--- config.mk ---
export PLATFORM = sky130hd
export DESIGN_NAME = dram_cmd_tracker
export DESIGN_NICKNAME = d
export VERILOG_FILES = /design/src/rtl/dct_pkg.sv /design/src/rtl/dct_rst_sync.sv /design/src/rtl/dct_decode.sv /design/src/rtl/dct_bank_table.sv /design/src/rtl/dram_cmd_tracker.sv
export SDC_FILE = /design/constraint.sdc
export NUM_CORES = 1
export LEC_CHECK = 0
export ABC_AREA = 1
export BUFFER_PORTS_ARGS = -buffer_cell sky130_fd_sc_hd__buf_2
export CAP_MARGIN = 40
export CORE_MARGIN = 4
export CORE_UTILIZATION = 30
export DETAILED_ROUTE_END_ITERATION = 10
export PLACE_DENSITY = 0.59
export SLEW_MARGIN = 40
export SYNTH_ARGS = -nofsm -noshare
export SYNTH_HDL_FRONTEND = slang
export SYNTH_HIERARCHICAL = 1
export SYNTH_SLANG_ARGS = --single-unit
--- constraint.sdc ---
create_clock -name clk -period 5.3 [get_ports clk]
set_input_delay 0.265 -clock clk [delete_from_list [all_inputs] [get_ports clk]]
set_output_delay 0.265 -clock clk [all_outputs]
set_load 0.02 [all_outputs]
--- src/rtl/dct_pkg.sv ---
package dct_pkg;
  // Encoding of {ras_n, cas_n, we_n} with chip select low
  typedef enum logic [2:0] {
    CMD_MRS = 3'b000,
    CMD_REF = 3'b001,
    CMD_PRE = 3'b010,
    CMD_ACT = 3'b011,
    CMD_WR  = 3'b100,
    CMD_RD  = 3'b101,
    CMD_ZQ  = 3'b110,
    CMD_NOP = 3'b111
  } dram_cmd_e;

  localparam int unsigned MR_SEL_W = 2;
endpackage

--- src/rtl/dct_rst_sync.sv ---
module dct_rst_sync #(
  parameter int unsigned STAGES = 2
) (
  input  logic clk,
  input  logic rst_n,
  output logic rst_sync_n
);
  logic [STAGES-1:0] sync_q;

  always_ff @(posedge clk or negedge rst_n) begin
    if (!rst_n) sync_q <= '0;
    else        sync_q <= {sync_q[STAGES-2:0], 1'b1};
  end

  assign rst_sync_n = sync_q[STAGES-1];
endmodule

--- src/rtl/dct_decode.sv ---
module dct_decode
  import dct_pkg::*;
(
  input  logic      cs_n,
  input  logic      ras_n,
  input  logic      cas_n,
  input  logic      we_n,
  input  logic      cke,
  output dram_cmd_e cmd
);
  always_comb begin
    if (!cke || cs_n) cmd = CMD_NOP;
    else              cmd = dram_cmd_e'({ras_n, cas_n, we_n});
  end
endmodule

--- src/rtl/dct_bank_table.sv ---
module dct_bank_table
  import dct_pkg::*;
#(
  parameter int unsigned NUM_BANKS = 8,
  parameter int unsigned ROW_W     = 14,
  parameter int unsigned AP_BIT    = 10,
  localparam int unsigned BA_W     = $clog2(NUM_BANKS)
) (
  input  logic                       clk,
  input  logic                       rst_n,
  input  dram_cmd_e                  cmd,
  input  logic [BA_W-1:0]            ba,
  input  logic [ROW_W-1:0]           addr,
  output logic [NUM_BANKS-1:0]       bank_open,
  output logic [NUM_BANKS*ROW_W-1:0] open_rows,
  output logic                       err
);
  logic target_open;
  logic is_col;

  assign target_open = bank_open[ba];
  assign is_col      = (cmd == CMD_RD) || (cmd == CMD_WR);

  always_comb begin
    err = (is_col && !target_open) || ((cmd == CMD_ACT) && target_open);
  end

  for (genvar g = 0; g < NUM_BANKS; g++) begin : g_bank
    logic             sel;
    logic             open_q;
    logic             open_d;
    logic             row_en;
    logic [ROW_W-1:0] row_q;

    assign sel = (ba == BA_W'(g));

    always_comb begin
      open_d = open_q;
      row_en = 1'b0;
      unique case (cmd)
        CMD_ACT: if (sel && !open_q) begin
          open_d = 1'b1;
          row_en = 1'b1;
        end
        CMD_PRE: if (sel || addr[AP_BIT]) open_d = 1'b0;
        CMD_RD, CMD_WR: if (sel && open_q && addr[AP_BIT]) open_d = 1'b0;
        default: ;
      endcase
    end

    always_ff @(posedge clk or negedge rst_n) begin
      if (!rst_n) open_q <= 1'b0;
      else        open_q <= open_d;
    end

    always_ff @(posedge clk or negedge rst_n) begin
      if (!rst_n)      row_q <= '0;
      else if (row_en) row_q <= addr;
    end

    assign bank_open[g]                  = open_q;
    assign open_rows[g*ROW_W +: ROW_W]   = row_q;
  end
endmodule

--- src/rtl/dram_cmd_tracker.sv ---
module dram_cmd_tracker
  import dct_pkg::*;
#(
  parameter int unsigned NUM_BANKS = 8,
  parameter int unsigned ROW_W     = 14,
  parameter int unsigned COL_W     = 10,
  parameter int unsigned AP_BIT    = 10,
  localparam int unsigned BA_W     = $clog2(NUM_BANKS)
) (
  input  logic                       clk,
  input  logic                       rst_n,
  input  logic                       cs_n,
  input  logic                       ras_n,
  input  logic                       cas_n,
  input  logic                       we_n,
  input  logic                       cke,
  input  logic [BA_W-1:0]            ba,
  input  logic [ROW_W-1:0]           addr,
  output logic                       cmd_act,
  output logic                       cmd_rd,
  output logic                       cmd_wr,
  output logic                       cmd_pre,
  output logic                       cmd_ref,
  output logic                       cmd_mrs,
  output logic                       cmd_zq,
  output logic [BA_W-1:0]            cmd_bank,
  output logic [ROW_W-1:0]           cmd_addr,
  output logic                       auto_pre,
  output logic                       pre_all,
  output logic [MR_SEL_W-1:0]        mr_sel,
  output logic [NUM_BANKS-1:0]       bank_open,
  output logic [NUM_BANKS*ROW_W-1:0] open_rows,
  output logic                       proto_err
);
  localparam int unsigned NSTROBE = 7;
  localparam int unsigned PAD_W   = ROW_W - COL_W;

  logic      rst_core_n;
  dram_cmd_e cmd;
  logic      tbl_err;

  dct_rst_sync #(.STAGES(2)) u_rst (
    .clk(clk), .rst_n(rst_n), .rst_sync_n(rst_core_n)
  );

  dct_decode u_dec (
    .cs_n(cs_n), .ras_n(ras_n), .cas_n(cas_n), .we_n(we_n), .cke(cke), .cmd(cmd)
  );

  dct_bank_table #(
    .NUM_BANKS(NUM_BANKS), .ROW_W(ROW_W), .AP_BIT(AP_BIT)
  ) u_tbl (
    .clk(clk), .rst_n(rst_core_n), .cmd(cmd), .ba(ba), .addr(addr),
    .bank_open(bank_open), .open_rows(open_rows), .err(tbl_err)
  );

  // next-state of the registered command outputs
  logic [NSTROBE-1:0]  strobe_d, strobe_q;
  logic [BA_W-1:0]     bank_d, bank_q;
  logic [ROW_W-1:0]    addr_d, addr_q;
  logic                ap_d, ap_q;
  logic                pall_d, pall_q;
  logic [MR_SEL_W-1:0] mr_d, mr_q;
  logic                err_d, err_q;

  always_comb begin
    strobe_d = '0;
    bank_d   = '0;
    addr_d   = '0;
    ap_d     = 1'b0;
    pall_d   = 1'b0;
    mr_d     = '0;
    err_d    = tbl_err;
    unique case (cmd)
      CMD_ACT: begin
        strobe_d[6] = 1'b1;
        bank_d      = ba;
        addr_d      = addr;
      end
      CMD_RD, CMD_WR: begin
        strobe_d[5] = (cmd == CMD_RD);
        strobe_d[4] = (cmd == CMD_WR);
        bank_d      = ba;
        addr_d      = {{PAD_W{1'b0}}, addr[COL_W-1:0]};
        ap_d        = addr[AP_BIT];
      end
      CMD_PRE: begin
        strobe_d[3] = 1'b1;
        bank_d      = ba;
        pall_d      = addr[AP_BIT];
      end
      CMD_REF: strobe_d[2] = 1'b1;
      CMD_MRS: begin
        strobe_d[1] = 1'b1;
        addr_d      = addr;
        mr_d        = ba[MR_SEL_W-1:0];
      end
      CMD_ZQ:  strobe_d[0] = 1'b1;
      default: ;
    endcase
  end

  always_ff @(posedge clk or negedge rst_core_n) begin
    if (!rst_core_n) begin
      strobe_q <= '0;
      bank_q   <= '0;
      addr_q   <= '0;
      ap_q     <= 1'b0;
      pall_q   <= 1'b0;
      mr_q     <= '0;
      err_q    <= 1'b0;
    end else begin
      strobe_q <= strobe_d;
      bank_q   <= bank_d;
      addr_q   <= addr_d;
      ap_q     <= ap_d;
      pall_q   <= pall_d;
      mr_q     <= mr_d;
      err_q    <= err_d;
    end
  end

  assign {cmd_act, cmd_rd, cmd_wr, cmd_pre, cmd_ref, cmd_mrs, cmd_zq} = strobe_q;
  assign cmd_bank  = bank_q;
  assign cmd_addr  = addr_q;
  assign auto_pre  = ap_q;
  assign pre_all   = pall_q;
  assign mr_sel    = mr_q;
  assign proto_err = err_q;
endmodule

==> results_dict.tcl, run 1 <==
set metrics [dict create \
    status "finished, final reports clean" \
    fin_cells 1074 \
    rsz0062_at_grt "false" \
    grt_max_degree 43 \
    cp-start-kind "input pin" \
    drive_gt1_share_pct 30.5 \
    hold_path_class "input pin to register" \
    reg2regPathDepth 5 \
    place_congestion 0.881 \
    slowest_stage "clkinv_1" \
    path_clk_slew_ps 60 \
    worstReg2RegStart "u_tbl/g_bank[4].open_q" \
    syn_inst 633 \
    yosys_warnings 6 \
    ant_nets 0 \
    required_ps 5600 \
    final_common_cell "buf_2" \
    wl_mm 17.8 \
    vias 4785 \
    syn-cell-area_sq_um 6100 \
    antenna_cells 0 \
    die_h_microns 151 \
    slew_viol_final 0 \
    max_stage_delay_ps 550 \
    layout.nets 822 \
    holdPathEnd "cmd_addr[12]" \
    setup_viol 0 \
    grt_pass1_vias 4517 \
    fin_crit_ps 2010 \
    placed_cells 1042 \
    crit_top_cell "inv_1" \
    cts_sinks 151 \
    power_density_nw_per_um2 436 \
    cts_buffers 17 \
    antenna_found_initial 2 \
    initial_core_util_pct 30.9 \
    crit_path_end_kind "register" \
    grt.total_usage_pct 16.2 \
    syn2layout_area_growth_pct 26.9 \
    ys_async_sr_fraction_pct 100 \
    synth_ff_type "dfrtp_1" \
    finalClockSkew_ps 10.1 \
    synth-edff-count 0 \
    grt_pass1_wl_mm 27.0 \
    insertion_delay_ps 420 \
    hold_violations 0 \
    syn_avg_cell_area_sq_um 9.64 \
    worstPathMaxFanout 29 \
    setup-tns-final_ps 0 \
    relSlewSlack_pct 53.7 \
    port_buffers 172 \
    holdPathStages 3 \
    routedWlPerCell_microns 16.6 \
    ys_seq_area_share_pct 61.9 \
    max_freq_mhz 499 \
    worst_pin_slew_ps 691 \
    drtIter0Drc 312 \
    crit_chain "buf_2 > inv_1 > nand3_1 > inv_1 > nand3_4 > nor2_1 > clkinv_1 > o21ai_0" \
    syn_nets 658 \
    io_pins 173 \
    final_cell_mix "buf_2 (172), nand2_1 (171), dfrtp_1 (150)" \
    worstSetupPathType "input pin to register" \
    synth_cell_types 31 \
    rrSetupSlack_ps 3460 \
    drc 0 \
    cts_setup_buffers 0 \
    fp.dieArea_sq_um 22700 \
    synth_seq_cells 151 \
    min_period_over_period_pct 37.8 \
    critPathLaunch "cs_n" \
    htree_num_levels 4 \
    fp.coreArea_sq_um 19700 \
    num_rows 51 \
    dr.pass1.iters 4 \
    cts.path.max_buffers 2 \
    grt.overflow.total 0 \
    rr_endpoint "u_tbl/g_bank[4].row_q[2]" \
    hp-start "addr[12]" \
    cellLeakagePower_nw 4.22 \
    cts_tree "built" \
    dp_hpwl_mm 12.4 \
    vias_per_cell 4.46 \
    die_w_microns 151 \
    ir_drop_mv 0.204 \
    maxCapViolCount 0 \
    cts-root-buf "clkbuf_16" \
    arrival_ps 2310 \
]
## layer usage
metal | vias to the layer above | GRT usage (%) | wire length [microns]
met4 | 0 | 4.49 | 218
li1 | 2330 | - | -
met3 | 19 | 5.48 | 1480
met2 | 178 | 23.9 | 7780
met5 | - | 0 | 0
met1 | 2258 | 22.7 | 8370
## worst max path at each step
stage | end | slack (ps) | depth (start not counted)
floorplan | auto_pre | 780 | 0
global placement | u_tbl/g_bank[6].row_q[9] | 2740 | 8
detailed placement | u_tbl/g_bank[2].open_q | 3140 | 9
CTS | u_tbl/g_bank[2].open_q | 3550 | 6
global route | u_tbl/g_bank[4].row_q[2] | 3030 | 8
finish | u_tbl/g_bank[4].row_q[2] | 3290 | 8
## final cells by class
class / count / area (sq um)
fill: 1998 / 12000
clock buffer: 20 / 447
sequential: 151 / 3780
timing repair buffer: 180 / 947
tap: 265 / 332
clock inverter: 11 / 170
multi-input combinational: 393 / 1850
inverter: 54 / 210
## state kept, by name, indices dropped and copies added (netlist names)
signal	cells
mr_sel	2
u_tbl/g_bank.row_q	112
cmd_bank	3
cmd_addr	14
u_rst/sync_q	2
pre_all	1
proto_err	1
auto_pre	1
u_tbl/g_bank.open_q	8
strobe_q	7
## logic make-up (layout without fill, tap and decap cells)
| logic type | after synthesis | count (layout) | synth area share (%) |
|---|---|---|---|
| xor+xnor | 1 | 1 | 0.144 |
| compound gates | 123 | 123 | 11.4 |
| simple gates | 267 | 267 | 18.5 |
| other cells | 1 | 1 | 0.0615 |
| fa+ha+maj | 1 | 1 | 0.205 |
| buf+inv | 89 | 265 | 7.77 |
| flops | 151 | 151 | 61.9 |
## cells in the mapped netlist, types with 9 or more instances
cell type  number  area share, %
nand3_1        23            1.9
dfrtp_1       151             62
buf_6          12            2.2
buf_4           9            1.1
o21ai_0        72            5.9
o21ai_1        17            1.4
o21ai_2        15            2.2
inv_1          50            3.1
nand2_1       173             11
a21oi_1        12           0.98
nor2_1         51            3.1
## through the flow
| step | setup WS, ps | hold WS, ps | cell area, sq um | total power, mW | util (%) |
|---|---|---|---|---|---|
| finish | 3290 | 65.8 | 7740 | 3.37 | 39.3 |
| global placement | 2740 | 51.6 | 7050 | 2.12 | 35.7 |
| detailed placement | 3140 | 53.1 | 7110 | 2.13 | 36.1 |
| floorplan | 781 | -30.6 | 6100 | 1.86 | - |
| global route | 3030 | 58.8 | 7740 | 3.56 | 39.3 |
| CTS | 3550 | 44.6 | 7740 | 3.42 | 39.2 |
## worst max-delay path: cells and delay by family
kind            cells  cell delay (ps)
buf+inv             4              930
simple gates        3              620
compound gates      1              460
## where the power goes
group,internal [mW],switching [mW],total (mW)
sequential,1.32,0.106,1.43
clock,0.799,0.471,1.27
combinational,0.215,0.459,0.674
total,2.34,1.04,3.37
## what timing repair did
action                                 in CTS  in global routing
hold buffers                                1                  0
endpoints found under the hold margin       2                  0
gates resized for setup                     0                  0
No activity file was read; power rests on OpenSTA's default activity.
==> run 2, diff against run 1 <==
==> constraint.sdc (replaced) <==
create_clock -name clk -period 2 [get_ports clk]
set_input_delay 0.1 -clock clk [delete_from_list [all_inputs] [get_ports clk]]
set_output_delay 0.1 -clock clk [all_outputs]
set_load 0.02 [all_outputs]
==> run 2 against run 1 <==
Compared with the run above: global-route usage shrank 0.073 points; critical path depth grew 2; total power grew to 2.6 times the previous value; critical endpoint is now u_tbl/g_bank[7].open_q; flip-flop and latch count is the same; worst setup slack lost 2700 ps; clock skew shrank 4.0 ps; worst hold slack lost 35 ps; largest cell class unchanged; sequential share of layout area shrank 1.4 points; combinational power grew to 2.7 times the previous value; routed wire length grew 0.52%; highest routed layer unchanged; register-to-register slack lost 2800 ps.
==> results_dict.tcl, run 2 (synthesized netlist as in run 1, its figures left out) <==
set metrics [dict create \
    status "finished, final reports clean" \
    max_freq_mhz 718 \
    wl_mm 17.9 \
    drtIter0Drc 214 \
    min_period_over_period_pct 69.7 \
    p_comb_share_pct 20.6 \
    grt_pass1_wl_mm 27.2 \
    dr.pass1.iters 5 \
    place_congestion 0.860 \
    ir_drop_mv 0.549 \
    insertion_delay_ps 420 \
    setup-tns-final_ps 0 \
    placed_cells 1049 \
    finalWorstSetupSlack_ps 606 \
    dp_hpwl_mm 12.5 \
    grt_pass1_vias 4689 \
    highest_layer "met4" \
    cts_buffers 17 \
    power_density_nw_per_um2 1110 \
    path_buf_inv 4 \
    hold_slack_ps 30.9 \
    arrival_ps 1750 \
    io_pins 173 \
    cp-start-kind "input pin" \
    grt.total_usage_pct 16.1 \
    vias_per_cell 4.41 \
    die_w_microns 151 \
    wl_met3_mm 1.40 \
    relSlewSlack_pct 58.1 \
    drc 0 \
    cts-root-buf "clkbuf_16" \
    fin_cells 1098 \
    final_cell_area_sq_um 7980 \
    antenna_found_initial 1 \
    largest_register_ffs 112 \
    worst_pin_slew_ps 627 \
    met2_length_mm 8.14 \
    maxCapViolCount 0 \
    pwr-share-clk_pct 36.7 \
    vias 4842 \
    cts_sinks 151 \
    utilization_pct 40.4 \
    place_ws_ps 390 \
    fp.dieArea_sq_um 22700 \
    layout.nets 844 \
    final_cell_mix "nand2_1 (173), buf_2 (172), dfrtp_1 (150)" \
    sequentialPowerShare_pct 42.7 \
    cts_tree "built" \
    drive_gt1_share_pct 30.5 \
    path_clk_slew_ps 60 \
    worstSetupPathType "input pin to register" \
    crit_path_end_kind "register" \
    num_rows 51 \
    initial_core_util_pct 30.9 \
    hold_violations 0 \
    slew_viol_final 0 \
    p_total_mw 8.86 \
    cellLeakagePower_nw 4.32 \
    fin_crit_ps 1390 \
    syn2layout_area_growth_pct 30.7 \
    placed_cell_area_sq_um 7210 \
    crit_top_cell "nand2_1" \
    grt.overflow.total 0 \
    setup_viol 0 \
    p_sw_mw 2.83 \
    ctsResizeCount 0 \
    grt_max_degree 35 \
    cts.path.max_buffers 2 \
    fill_cells 1991 \
    drt-met1-wl_mm 8.23 \
    htree_num_levels 4 \
    required_ps 2360 \
    max_stage_delay_ps 530 \
    finalClockSkew_ps 6.16 \
    fp.coreArea_sq_um 19700 \
    routedWlPerCell_microns 16.3 \
    largest-register "u_tbl/g_bank.row_q" \
    final_common_cell "nand2_1" \
    cpLargestDelayFamily "buffers and inverters" \
    rsz0062_at_grt "false" \
    worstPathMaxFanout 7 \
    netSwitchingFraction_pct 31.9 \
    hold_path_class "input pin to register" \
    crit_chain "dlygate4sd3_1 > buf_2 > inv_1 > buf_4 > nand2_1 > nor2_1 > nor2_1 > nand2_1 > nand2_1 > nand2_1" \
    slowest_stage "dlygate4sd3_1" \
    power.internal_mw 6.03 \
    die_h_microns 151 \
    ant_nets 0 \
    port_buffers 172 \
]
run 2: changes by cell type in the layout (fill, tap and decap cells not counted), moves of 2 or more:
cell	change
buf_12	+5
buf_4	+5
buf_6	-3
bufinv_16	-2
clkbuf_1	-2
clkinv_4	+2
dlygate4sd3_1	+15
nand2_1	+2
nand2_2	-2
run 2: path summary, 6_finish.rpt:
kind,from,endpoint,slack [ps],cells after the start
worst min register to register,u_rst/sync_q[1],u_tbl/g_bank[2].row_q[0],320,0
min in group asynchronous,u_rst/sync_q[1],u_tbl/g_bank[2].row_q[0],320,0
max in group asynchronous,u_rst/sync_q[1],u_tbl/g_bank[5].row_q[10],1100,1
worst max register to register,u_tbl/g_bank[3].open_q,u_tbl/g_bank[3].row_q[6],680,6
worst min-delay path,ba[2],cmd_bank[2],30,3
worst max-delay path,addr[10],u_tbl/g_bank[7].open_q,610,10
run 2: per-layer routing:
layer	vias up	GRT usage, %
met2	161	24.5
met5	-	0
li1	2384	-
met4	0	4.44
met1	2286	22.2
met3	11	5.18
run 2: power groups by stage:
stage | logic, mW | clock network [mW] | registers, mW
CTS | 1.85 | 3.35 | 3.79
global placement | 1.80 | 0 | 3.84
floorplan | 0.548 | 0 | 4.38
detailed placement | 1.83 | 0 | 3.84
global route | 2.00 | 3.49 | 3.84
finish | 1.82 | 3.25 | 3.79
run 2: area by class of cell:
| type | count | area (sq um) | area share (%) |
|---|---|---|---|
| Timing Repair Buffer | 202 | 1200 | 15.1 |
| Clock buffer | 19 | 453 | 5.68 |
| Tap cell | 265 | 332 | 4.16 |
| Multi-Input combinational cell | 393 | 1850 | 23.2 |
| Sequential cell | 151 | 3780 | 47.4 |
| Antenna cell | 1 | 2.50 | 0.0314 |
| Inverter | 54 | 210 | 2.64 |
| Clock inverter | 13 | 146 | 1.84 |
run 2: tightest hold or removal path: cells and delay by family:
kind,cells,cell delay (ps)
buffers and inverters,2,280
and+or+nand+nor,1,40
run 2: what timing repair did:
action                    4_1_cts  5_1_grt
hold buffers                   16        0
hold endpoints to repair       18        0
setup buffers                   0        0
